## src/rtl/cyc_alarm_irq.sv

```systemverilog
module cyc_alarm_irq #(
  parameter int HALF_TICKS    = 16384,
  parameter int HALF_MIN_SECS = 30
) (
  input  logic       clk,
  input  logic       rst_n,
  input  logic       tick,
  input  logic [3:0] taps,
  input  logic       sec_step,
  input  logic       min_step,
  input  logic       alarm_hit,
  input  logic       mode_we,
  input  logic [3:0] mode_wdata,
  input  logic       alen_we,
  input  logic       alen_wdata,
  input  logic       flag_we,
  input  logic [1:0] flag_wdata,
  output logic       irq_n,
  output logic       cyc_flag,
  output logic       alm_flag
);
  localparam int LIM = (HALF_TICKS > HALF_MIN_SECS) ? HALF_TICKS : HALF_MIN_SECS;
  localparam int CW  = $clog2(LIM + 1);

  logic [3:0]    mode_q, tap_q;
  logic          sec_pend, min_pend, cyc_req, alm_req, alen_q, ah_q;
  logic [CW-1:0] span;
  logic          tap_now, tap_old, start, stop;

  wire       sec_evt = sec_pend & tick;
  wire       min_evt = min_pend & tick;
  wire [2:0] sel     = mode_q[2:0];
  wire       level   = mode_q[3];
  wire       unit    = (sel == 3'd5) ? tick : sec_evt;
  wire       cyc_clr = flag_we & ~flag_wdata[0] & level;
  wire       alm_clr = flag_we & ~flag_wdata[1];
  wire       alm_set = alen_q & alarm_hit & ~ah_q;

  always_comb begin
    tap_now = 1'b0;
    tap_old = 1'b0;
    if (sel >= 3'd1 && sel <= 3'd4) begin
      tap_now = taps[sel - 3'd1];
      tap_old = tap_q[sel - 3'd1];
    end
  end

  always_comb begin
    start = 1'b0;
    stop  = 1'b0;
    case (sel)
      3'd1, 3'd2, 3'd3, 3'd4: begin
        start = tap_now & ~tap_old;
        stop  = ~tap_now & tap_old;
      end
      3'd5: begin
        start = sec_evt;
        stop  = tick && span == CW'(1);
      end
      3'd6: begin
        start = min_evt;
        stop  = sec_evt && span == CW'(1);
      end
      default: ;
    endcase
  end

  always_ff @(posedge clk) begin
    if (!rst_n) begin
      mode_q   <= '0;
      tap_q    <= '0;
      sec_pend <= 1'b0;
      min_pend <= 1'b0;
      cyc_req  <= 1'b0;
      span     <= '0;
    end else begin
      tap_q    <= taps;
      sec_pend <= sec_step | (sec_pend & ~tick);
      min_pend <= min_step | (min_pend & ~tick);
      if (mode_we) begin
        mode_q  <= mode_wdata;
        cyc_req <= (mode_wdata[2:0] == 3'd7);
        span    <= '0;
      end else begin
        if (sel == 3'd7)          cyc_req <= 1'b1;
        else if (start)           cyc_req <= 1'b1;
        else if (!level && stop)  cyc_req <= 1'b0;
        else if (cyc_clr)         cyc_req <= 1'b0;
        if (start)
          span <= (sel == 3'd5) ? CW'(HALF_TICKS) : CW'(HALF_MIN_SECS);
        else if (unit && span != '0)
          span <= span - CW'(1);
      end
    end
  end

  always_ff @(posedge clk) begin
    if (!rst_n) begin
      alen_q  <= 1'b0;
      ah_q    <= 1'b0;
      alm_req <= 1'b0;
    end else begin
      if (alen_we) alen_q <= alen_wdata;
      ah_q <= alen_q & alarm_hit;
      if (alen_we && !alen_wdata) alm_req <= 1'b0;
      else if (alm_set)           alm_req <= 1'b1;
      else if (alm_clr)           alm_req <= 1'b0;
    end
  end

  assign irq_n    = ~(cyc_req | alm_req);
  assign cyc_flag = cyc_req;
  assign alm_flag = alm_req;
endmodule

```

## config.mk

```make
export PLATFORM = sky130hd
export DESIGN_NAME = cyc_alarm_irq
export DESIGN_NICKNAME = d
export VERILOG_FILES = /design/src/rtl/cyc_alarm_irq.sv
export SDC_FILE = /design/constraint.sdc
export NUM_CORES = 1
export LEC_CHECK = 0
export BUFFER_PORTS_ARGS = -buffer_cell sky130_fd_sc_hd__buf_2
export CORE_MARGIN = 5
export CORE_UTILIZATION = 51
export DETAILED_ROUTE_END_ITERATION = 8
export PLACE_DENSITY = 0.75
export SETUP_SLACK_MARGIN = 0.1
export SLEW_MARGIN = 10
export SYNTH_ARGS = -nofsm -noshare
export SYNTH_HDL_FRONTEND = slang
export SYNTH_SLANG_ARGS = --single-unit
```

## constraint.sdc

```tcl
create_clock -name clk -period 1.85 [get_ports clk]
set_input_delay 0.37 -clock clk [delete_from_list [all_inputs] [get_ports clk]]
set_output_delay 0.37 -clock clk [all_outputs]
set_load 0.03 [all_outputs]
```

Word-level counts from Yosys, hierarchy flattened
Cells that the tools add are included.
{"block": "word_totals", "reg_bits": 29, "latchBits": 0, "mem_bits_rw": 0, "mem_bits_ro": 0, "input_bits": 20, "output_inout_bits": 3, "word_cells": 79, "mem_count": 0}
{"block": "classes", "add_sub_neg": 2, "mul": 0, "div_mod_pow": 0, "n_lt_le_gt_ge": 3, "eq_ne": 9, "n_shift": 0, "n_mux": 19, "bitwise": 22, "reduce_logical": 15}
{"op": "$mux 15", "count": 3}
{"op": "$eq 15x1->1 const B", "count": 1}
{"op": "$eq 3x3->1 const B", "count": 5}
{"op": "$reduce_bool 15->1", "count": 1}
{"op": "$sub 15x1->15 const B", "count": 1}
{"op": "$mux 1", "count": 12}
{"op": "$and 1x1->1", "count": 11}
{"op": "$not 1->1", "count": 8}
{"op": "$eq 3x2->1 const B", "count": 2}
{"op": "$logic_and 1x1->1", "count": 6}
{"op": "$pmux 1 s3", "count": 2}
{"op": "$reduce_bool 5->1", "count": 1}
{"op": "$bmux 1 s2", "count": 2}
{"op": "$reduce_bool 2->1", "count": 2}
{"op": "$reduce_or 2->1", "count": 2}
{"op": "$reduce_or 4->1", "count": 1}
{"op": "$eq 3x1->1 const B", "count": 1}
{"op": "$ge 3x1->1 const B", "count": 1}
{"op": "$le 3x3->1 const B", "count": 1}
{"op": "$lt 3x3->1 const B", "count": 1}
{"op": "$or 1x1->1", "count": 3}
{"op": "$sub 3x1->3 const B", "count": 1}
{"op": "$logic_not 1->1", "count": 2}

Logic depth before layout (Yosys ltp)
{"block": "logic_depth", "ltp_word": 12, "depth_mapped": 8, "depth_no_buf": 6}

Worst setup path after synthesis
Ideal clock, no wire load.
{"block": "synth_path", "path_kind": "register to register", "startpoint": "register mode_q[0]", "endpoint": "register span[8]", "setup_time_ps": 70, "arrival_time_ps": 1934, "path_slack_ps": -155, "path_stages_with_launch": 7, "n_path_buf": 1, "synth_period_minus_slack_ps": 2005, "path_cell_list": "dfxtp_1 > ha_1 > a21o_1 > nand4_1 > clkbuf_1 > or4_2 > a21oi_1"}
{"block": "synth_between", "elab_chain_len": 8, "word_cells_on_any_way": 24, "classes_between": "add/sub: 1; order compare: 2; eq/ne: 6; mux: 9; bitwise: 2; reduce/logical: 4"}
{"item": "from (decl)", "line_no": "25", "rtl": "logic [3:0] mode_q, tap_q;"}
{"item": "from (signal assigned)", "line_no": "81", "rtl": "mode_q <= mode_wdata;"}
{"item": "$sub 3x1->3", "line_no": "43, 44"}
{"item": "$bmux 1 s2", "line_no": "44", "rtl": "tap_old = tap_q[sel - 3'd1];"}
{"item": "$mux 1 (implied by the code)", "line_no": "44"}
{"item": "$mux 1", "line_no": "42", "rtl": "if (sel >= 3'd1 && sel <= 3'd4) begin"}
{"item": "$not 1->1", "line_no": "53", "rtl": "start = tap_now & ~tap_old;"}
{"item": "$and 1x1->1", "line_no": "53"}
{"item": "$pmux 1 s3", "line_no": "51", "rtl": "case (sel)"}
{"item": "$mux 15 or $reduce_bool 2->1 (tied branches)"}
{"item": "to (signal assigned)", "line_no": "90", "rtl": "span <= (sel == 3'd5) ? CW'(HALF_TICKS) : CW'(HALF_MIN_SECS);"}
{"item": "to (signal assigned)", "line_no": "92", "rtl": "span <= span - CW'(1);"}
{"item": "to (decl)", "line_no": "27", "rtl": "logic [CW-1:0] span;"}
Parallel ways exist; a longest one is shown, timed or not. The select of a mux whose other input is x is not followed.
A chain may end at the register's enable or synchronous reset.

Worst setup path in the final report
{"block": "layout_path", "startpoint": "register mode_q[1]", "endpoint": "register span[10]"}
Same word-level chain as after synthesis.

==> results.tsv <==
stage	metric	value	unit
logic_synthesis	yosys_warnings	0	
floorplanning	die_w	66.2	um
power_and_ir_drop	ir_drop	618	uV
placed_design	post-dp-hpwl	3240	um
logic_synthesis	ys_types	43	
timing	layout_setup_ws	-44.2	ps
grt	track_usage	22.7	%
detailed_routing	avgRoutedWirePerCell	17.4	um
cells_and_area	antenna_cells	0	
run	max-cap-violations	0	
logic_synthesis	synth_top_cell_by_area	dfxtp_1	
detailed_routing	dr_total_vias	1778	
clock_tree	htree_levels	2	
timing	slew_headroom	72.1	%
worst_setup_path	crit_buf_inv	3	
worst_setup_path	r2r_slack	-40	ps
clock_tree	clkSinkCount	29	
outcome	violations	setup timing	
timing	final_hold_viol_count	0	
cells_and_area	finalCoreUtilization	79.2	%
logic_synthesis	ys_ff_latch	29	
timing	post-route-period-util	102	%
worst_hold_path	hp-class	in -> reg	
logic_synthesis	synthesis.area	0.00161	mm2
worst_setup_path	cp_slowest_cell	dfxtp_2	
clock_tree	clkSlewWorstSetupHoldPaths	100	ps
timing	clock_skew	9.01	ps
grt	antenna_found_initial	0	
cells_and_area	fillers	183	
logic_synthesis	async_flop_share	0	%
grt	grt-ovfl-total	0	
grt	grt_pass1_wl	7710	um
clock_tree	hold_buffers	0	
detailed_routing	routed_wl	5080	um
placed_design	gp_congestion	0.882	
timing	report.final.slew_viol_count	0	
timing	rsz0062_at_grt	true	
logic_synthesis	synth_top_cell_area_share	36.1	%
clock_tree	cts.path.max_buffers	2	
power_and_ir_drop	cellPowerDensity	713	mW/mm2
floorplanning	core-area	0.00303	mm2
timing	clock.fmax	528	MHz
detailed_routing	via_per_inst	6.09	
worst_setup_path	critPathRequiredTime	2070	ps
clock_tree	cts_tree	built	
timing	fin_crit	1890	ps
worst_setup_path	slowest_delay	350	ps
worst_setup_path	cpLargestDelayFamily	buffers and inverters	
detailed_routing	dr.pass1.iters	4	
grt	grt_pass1_vias	1766	
cells_and_area	layout-drive-gt1-share	49.6	%
power_and_ir_drop	p_leak	0.981	nW
logic_synthesis	synth.most_common_cell	dfxtp_1	
floorplanning	initial_core_util	53.1	%
timing	setup_viol	9	
logic_synthesis	synth_area_leaders	dfxtp_1 36%, ha_1 5.4%, o31ai_1 4.2%	
detailed_routing	postRouteAntennaNets	0	
detailed_routing	drtIter0Drc	98	
worst_setup_path	crit_path_cell_trace	inv_2 -> buf_6 -> ha_4 -> mux4_2 -> nand2b_4 -> o221ai_4 -> clkbuf_16 -> a21oi_1	
worst_setup_path	crit_type	reg -> reg	
worst_setup_path	critPathLaunchType	flop	
timing	worstMarginPinSlew	416	ps
clock_tree	cts_root_buf	clkbuf_4	
logic_synthesis	synthCells	181	
floorplanning	die_h	66.2	um
floorplanning	die_area	0.00438	mm2
timing	setup_tns	-209	ps
cells_and_area	nets	274	
floorplanning	rows	20	
worst_setup_path	crit_path_end_kind	flop	
floorplanning	io_pins	23	
logic_synthesis	synth_edf_count	0	
worst_setup_path	worstPathMaxFanout	5	
detailed_routing	drc_errors	0	
logic_synthesis	avgSynthCellArea	8.89	um2
outcome	status	finished with violations	
logic_synthesis	syn-num-nets	208	
power_and_ir_drop	total_power	1.71	mW
timing	whs	257	ps
clock_tree	cts_buffers	5	
logic_synthesis	ys_seq_area_share	36.1	%
logic_synthesis	ys.flop_type	dfxtp_1	
cells_and_area	syn_to_final_growth	49.0	%
grt	grt_max_degree	17	
placed_design	io_buffers	22	
logic_synthesis	netlist_top_cells_count	29 x dfxtp_1, 13 x a21oi_1, 10 x nor2b_1	
clock_tree	insertion_delay	320	ps
worst_setup_path	cp.arrival	2110	ps
## cell families after synthesis
| family | after synthesis | synth area share [%] |
|---|---|---|
| AOI/OAI and AO/OA | 50 | 20.4 |
| buffers and inverters | 15 | 3.65 |
| adders and majority gates | 7 | 5.44 |
| DFF | 29 | 36.1 |
| muxes | 8 | 6.53 |
| and+or+nand+nor | 72 | 27.9 |
## report_power, final
| part | internal [mW] | switching [mW] | leakage [nW] |
|---|---|---|---|
| Sequential | 0.653 | 0.0271 | 0.240 |
| Clock | 0.220 | 0.230 | 0.0413 |
| Combinational | 0.290 | 0.289 | 0.699 |
## what timing repair did
action	in CTS	in global routing
setup endpoints to repair	16	16
endpoints found under the hold margin	0	0
resized for setup	18	29
gates cloned	0	1
pin swaps	10	10
setup buffers	5	11
## worst paths after layout
| path | start | endpoint | depth (start not counted) |
|---|---|---|---|
| worst max-delay path | mode_q[1] | span[10] | 8 |
| worst min-delay path | min_step | min_pend | 2 |
| worst max register to register | mode_q[1] | span[10] | 8 |
| worst min register to register | alm_flag | alm_flag | 2 |
## per-stage QoR
stage / cell area [um2] / std cells / setup WS, ps
2_1_floorplan: 1660 / 181 / -2.67
3_3_place_gp: 2010 / 269 / -13.6
3_5_place_dp: 2010 / 269 / -56.6
4_1_cts: 2190 / 282 / -35.1
5_1_grt: 2400 / 292 / -132
6_report: 2400 / 292 / -44.2
## metal layers
| metal | part of all wire [%] | global-route usage (%) | vias up |
|---|---|---|---|
| met5 | 0 | 0 | - |
| met3 | 5.6 | 4.76 | 17 |
| li1 | - | - | 824 |
| met2 | 51 | 40.0 | 74 |
| met1 | 41 | 26.0 | 863 |
| met4 | 2.5 | 9.90 | 0 |
## placed cells by master, fill, tap and decap left out, types with 2 or more instances in the layout
cell type / count
o31ai_1: 9
a31oi_1: 4
clkbuf_8: 2
nand3_1: 3
nand2_1: 7
nand4_1: 4
buf_6: 4
o21a_1: 3
and2_1: 6
dfxtp_2: 5
a21oi_1: 5
ha_4: 2
nor4_1: 2
o21ai_0: 6
nand2b_1: 3
mux2i_1: 6
inv_1: 4
or4_1: 4
or3_1: 2
buf_4: 38
or4_4: 7
clkbuf_4: 5
ha_1: 4
nor2b_1: 9
dfxtp_1: 23
mux4_2: 2
or3_4: 2
a21o_1: 2
inv_2: 3
nor3_1: 2
nor2_1: 8
a21oi_2: 8
buf_2: 22
## state kept, by name, indices dropped and copies added, names as in the netlist
name,flops
span,15
mode_q,4
tap_q,4
ah_q,1
alen_q,1
alm_flag,1
cyc_flag,1
min_pend,1
sec_pend,1
## area by class of cell
type / instances / area (um2) / area share (%)
flip-flops and latches: 29 / 591 / 24.6
well taps: 44 / 55.1 / 2.30
repair buffers: 67 / 490 / 20.5
inverters: 7 / 26.3 / 1.10
clock inverters: 1 / 5.00 / 0.209
clock buffers: 7 / 65.1 / 2.71
multi-input cells: 137 / 1160 / 48.6
No activity file was read; power rests on OpenSTA's default activity.
